## src/rtl/dcarb_pkg.sv

```systemverilog
package dcarb_pkg;

  typedef enum logic {
    BUS_IDLE  = 1'b0,
    BUS_OWNED = 1'b1
  } bus_state_e;

  // modular step around the ring of n cells
  function automatic int unsigned ring_add(int unsigned a, int unsigned b, int unsigned n);
    return (a + b) % n;
  endfunction

endpackage

```

## src/rtl/dcarb_cell.sv

```systemverilog
module dcarb_cell (
  input  logic pi,
  input  logic req,
  output logic po,
  output logic sel
);
  // enable passes on only past an idle cell; an enabled requester keeps it
  assign po  = pi & ~req;
  assign sel = pi & req;
endmodule

```

## src/rtl/dcarb_chain.sv

```systemverilog
module dcarb_chain #(
  parameter int NCELL = 4,
  localparam int IW = (NCELL > 1) ? $clog2(NCELL) : 1
) (
  input  logic [NCELL-1:0] req,
  input  logic [IW-1:0]    head,
  output logic [NCELL-1:0] sel,
  output logic             none
);
  import dcarb_pkg::*;

  logic [NCELL-1:0] req_pos;
  logic [NCELL-1:0] sel_pos;
  logic [NCELL:0]   link;

  // position p of the chain is cell (head + p) mod NCELL; chain is cut before head
  always_comb begin
    for (int p = 0; p < NCELL; p++) begin
      req_pos[p] = req[IW'(ring_add(32'(head), unsigned'(p), NCELL))];
    end
  end

  assign link[0] = 1'b1;

  generate
    for (genvar p = 0; p < NCELL; p++) begin : g_cell
      dcarb_cell u_cell (
        .pi  (link[p]),
        .req (req_pos[p]),
        .po  (link[p+1]),
        .sel (sel_pos[p])
      );
    end
  endgenerate

  // enable surviving the whole chain means nobody asked
  assign none = link[NCELL];

  always_comb begin
    sel = '0;
    for (int p = 0; p < NCELL; p++) begin
      sel[IW'(ring_add(32'(head), unsigned'(p), NCELL))] = sel_pos[p];
    end
  end
endmodule

```

## src/rtl/dcarb_owner.sv

```systemverilog
module dcarb_owner #(
  parameter int NCELL = 4,
  localparam int IW = (NCELL > 1) ? $clog2(NCELL) : 1
) (
  input  logic             clk,
  input  logic             rst_n,
  input  logic [NCELL-1:0] req,
  input  logic [NCELL-1:0] sel,
  input  logic             none,
  output logic [NCELL-1:0] grant,
  output logic             busy,
  output logic [IW-1:0]    owner_idx,
  output logic             take,
  output logic             drop
);
  import dcarb_pkg::*;

  bus_state_e    state_q;
  logic [IW-1:0] owner_q;
  logic [IW-1:0] sel_idx;

  always_comb begin
    sel_idx = '0;
    for (int i = 0; i < NCELL; i++) begin
      if (sel[i]) sel_idx = IW'(i);
    end
  end

  assign take = (state_q == BUS_IDLE) && !none;
  assign drop = (state_q == BUS_OWNED) && !req[owner_q];

  // owner_q doubles as the last-owner position once the bus is released
  always_ff @(posedge clk or negedge rst_n) begin
    if (!rst_n) begin
      state_q <= BUS_IDLE;
      owner_q <= IW'(NCELL - 1);
    end else if (take) begin
      state_q <= BUS_OWNED;
      owner_q <= sel_idx;
    end else if (drop) begin
      state_q <= BUS_IDLE;
    end
  end

  assign busy      = (state_q == BUS_OWNED);
  assign grant     = busy ? (NCELL'(1) << owner_q) : '0;
  assign owner_idx = owner_q;
endmodule

```

## src/rtl/dcarb_top.sv

```systemverilog
module dcarb_top #(
  parameter int NCELL = 4,
  localparam int IW = (NCELL > 1) ? $clog2(NCELL) : 1
) (
  input  logic             clk,
  input  logic             rst_n,
  input  logic             ring_mode_i,
  input  logic [NCELL-1:0] req_i,
  output logic [NCELL-1:0] grant_o,
  output logic             busy_o
);
  import dcarb_pkg::*;

  logic [NCELL-1:0] sel_w;
  logic             none_w;
  logic [IW-1:0]    owner_w;
  logic [IW-1:0]    head_w;
  logic             take_w;
  logic             drop_w;

  // ring ordering opens the chain just after the latest owner
  assign head_w = ring_mode_i ? IW'(ring_add(32'(owner_w), 1, NCELL)) : '0;

  dcarb_chain #(.NCELL(NCELL)) u_chain (
    .req  (req_i),
    .head (head_w),
    .sel  (sel_w),
    .none (none_w)
  );

  dcarb_owner #(.NCELL(NCELL)) u_owner (
    .clk       (clk),
    .rst_n     (rst_n),
    .req       (req_i),
    .sel       (sel_w),
    .none      (none_w),
    .grant     (grant_o),
    .busy      (busy_o),
    .owner_idx (owner_w),
    .take      (take_w),
    .drop      (drop_w)
  );
endmodule

```

## config.mk

```make
export PLATFORM = sky130hd
export DESIGN_NAME = dcarb_top
export DESIGN_NICKNAME = d
export VERILOG_FILES = /design/src/rtl/dcarb_pkg.sv /design/src/rtl/dcarb_cell.sv /design/src/rtl/dcarb_chain.sv /design/src/rtl/dcarb_owner.sv /design/src/rtl/dcarb_top.sv
export SDC_FILE = /design/constraint.sdc
export NUM_CORES = 1
export LEC_CHECK = 0
export ABC_AREA = 1
export CAP_MARGIN = 10
export CORE_MARGIN = 3
export CORE_UTILIZATION = 30
export CTS_BUF_LIST = sky130_fd_sc_hd__clkbuf_16
export DETAILED_ROUTE_END_ITERATION = 12
export GPL_TIMING_DRIVEN = 0
export PLACE_DENSITY = 0.61
export SYNTH_ARGS = -nofsm -noshare
export SYNTH_HDL_FRONTEND = slang
export SYNTH_SLANG_ARGS = --single-unit
```

## constraint.sdc

```tcl
create_clock -name clk -period 3 [get_ports clk]
set_input_delay 0.6 -clock clk [delete_from_list [all_inputs] [get_ports clk]]
set_output_delay 0.6 -clock clk [all_outputs]
set_load 0.005 [all_outputs]
```

==> impl_metrics.json <==
{
  "status": "completed",
  "cts_tree": "built",
  "synth-seq-cells": 3,
  "final_nets": 141,
  "worst_clock_skew_ns": 0.000605,
  "wl_met3_um": 83,
  "synth_top_cell_by_area": "nand2_1",
  "post-cts-setup-buffers": 0,
  "routedWlPerCell_um": 10.0,
  "clk_pin_slew_worst_paths_ns": 0.03,
  "fmax_mhz": 405,
  "ys_seq_area_share_pct": 10.9,
  "fin_tns_setup_ns": 0,
  "vias": 699,
  "fin_crit_ns": 2.47,
  "end_kind": "flop",
  "worst_ep_arrival_time_ns": 2.63,
  "io_pins": 12,
  "setup_viol": 0,
  "first_global_vias": 628,
  "start_util_pct": 32.0,
  "slew_viol_final": 0,
  "synth_warnings": 0,
  "hold_violations": 0,
  "cts-resized-gates": 0,
  "wirelength_mm": 1.51,
  "worstPathRequired_ns": 3.16,
  "syn_to_final_growth_pct": 31.3,
  "worst-slew-pin-transition_ns": 0.263,
  "antenna_found_initial": 0,
  "antenna_cells": 0,
  "wl_met2_um": 742,
  "rsz0062_at_grt": "false",
  "cts_hold_buf": 0,
  "numClockSinks": 3,
  "maxSlewHeadroom_pct": 82.5,
  "regArea_um2": 77.6,
  "maxCapViolations": 0,
  "crit_slowest_cell": "clkdlybuf4s50_1",
  "yosysTopAreaCellShare_pct": 17.9,
  "top_layer_used": "met3",
  "syn_nets": 125,
  "dp_slack_ns": 0.288,
  "core-area_mm2": 0.00223,
  "cp-start-kind": "input port",
  "drt_pre_antenna_iters": 4,
  "path_cells": "clkdlybuf4s50_1 -> nand2_2 -> ha_1 -> inv_1 -> nand3_1 -> nand2_4 -> nand3_2 -> nand2_1 -> nand2_1 -> nor2_4 -> nor2_4 -> a21oi_2",
  "htree_levels": 1,
  "powerDensity_mw_per_mm2": 1130,
  "drc": 0,
  "portBuffers": 11,
  "critPathKind": "in -> reg",
  "multi_input_area_um2": 576,
  "m1WireLength_um": 686,
  "die-height_um": 54.8,
  "clock_path_buffers": 2,
  "grt_max_degree": 10,
  "avgSynthCellArea_um2": 6.62,
  "hold_path.class": "in -> async",
  "drive_gt1_share_pct": 21.1,
  "root_buffer": "clkbuf_16",
  "hpwlAfterDp_mm": 1.26,
  "die_w_um": 54.8,
  "max-vdd-ir-drop_v": 0.000568,
  "synthCells": 108,
  "cts_buffers": 3,
  "synth_area_um2": 714,
  "path_max_fanout": 9,
  "gp_congestion": 0.830,
  "grt_usage_pct": 12.2,
  "clock_latency_ns": 0.22,
  "cp_top_family": "simple AND/OR/NAND/NOR gates",
  "grt_pass1_wl_mm": 2.65,
  "fin_crit_sh_pct": 82.4,
  "synthTopCellsByArea": "nand2_1, ha_1, nand3_1",
  "p_leak_uw": 0.000478,
  "antenna_left": 0,
  "fillers": 239,
  "critPathBufInv": 2,
  "drtIter0Drc": 10,
  "grt.overflow.total": 0,
  "cp_slowest_stage_delay_ns": 0.58,
  "yosysUniqueCellTypes": 19,
  "vias_per_cell": 4.63,
  "std_cell_rows": 17,
  "fin_ws_ns": 0.528,
  "dieArea_mm2": 0.00300,
  "power_uw": 1060
}
synthesized netlist by cell type:
library cell,number
a21oi_1,1
a21oi_2,2
a31o_1,1
clkinv_2,1
dfrtp_1,1
dfstp_2,2
ha_1,10
inv_1,14
inv_2,1
nand2_1,34
nand2_2,6
nand2_4,2
nand3_1,17
nand3_2,2
nand3_4,2
nand4_1,3
nor2_1,3
nor2_4,5
o21ai_1,1
cells by family after synthesis:
family          after synthesis  share of synthesized area, %
compound gates                5                          5.08
flops                         3                          10.9
simple gates                 74                          58.0
fa+ha+maj                    10                          17.5
buf+inv                      16                          8.58
power breakdown:
part | internal [µW] | switching (µW) | total [µW] | leakage [µW]
clock network | 172 | 35.3 | 207 | 0.0000423
registers | 75.3 | 42.1 | 117 | 0.0000323
logic | 284 | 449 | 733 | 0.000404
total | 531 | 527 | 1060 | 0.000478
flip-flops by register name, indices dropped and copies added, names as in the netlist:
name	flops
u_owner.owner_idx	2
u_owner.busy	1
path summary, 6_finish.rpt:
kind / from / endpoint / cells past startpoint / slack, ns
worst min-delay path: rst_n / u_owner.busy / 1 / 0.56
worst max register to register: u_owner.owner_idx[0] / u_owner.owner_idx[0] / 13 / 0.59
worst max-delay path: ring_mode_i / u_owner.owner_idx[0] / 12 / 0.53
worst min register to register: u_owner.owner_idx[0] / u_owner.owner_idx[0] / 2 / 0.57
min in group clk: u_owner.owner_idx[0] / u_owner.owner_idx[0] / 2 / 0.57
max in group asynchronous: rst_n / u_owner.owner_idx[1] / 1 / 2.22
cell usage in the layout (no fill, tap or decap), types with 2 or more instances in the layout:
master           instances
nand4_1                  3
a21oi_2                  2
nand3_2                  2
nand3_4                  2
clkdlybuf4s50_1         11
nor2_4                   5
nand3_1                 17
ha_1                    10
nand2_1                 34
dfstp_2                  2
inv_1                   15
nand2_2                  6
nor2_1                   3
nand2_4                  2
clkbuf_16                3
routing by layer:
layer  GRT usage, %  vias to the layer above
li1               -                      376
met1           15.0                      303
met2           20.9                       20
met3           3.27                        0
met4           2.90                        0
met5              0                        -
stage by stage:
stage / area (µm²) / hold slack [ns] / instances / util [%]
2_1_floorplan: 714 / 0.304 / 108 / -
3_3_place_gp: 860 / 0.560 / 147 / 38.5
3_5_place_dp: 860 / 0.564 / 147 / 38.5
4_1_cts: 938 / 0.561 / 151 / 42.0
5_1_grt: 938 / 0.570 / 151 / 42.0
6_report: 938 / 0.561 / 151 / 42.0
layout make-up:
type | count | share of cell area, %
multi-input cells | 89 | 61.3
repair buffers | 11 | 11.7
flip-flops and latches | 3 | 8.27
clock buffers | 3 | 8.00
inverters | 16 | 6.53
well taps | 28 | 3.73
clock inverters | 1 | 0.400
Power figures use the tool's default switching activity.
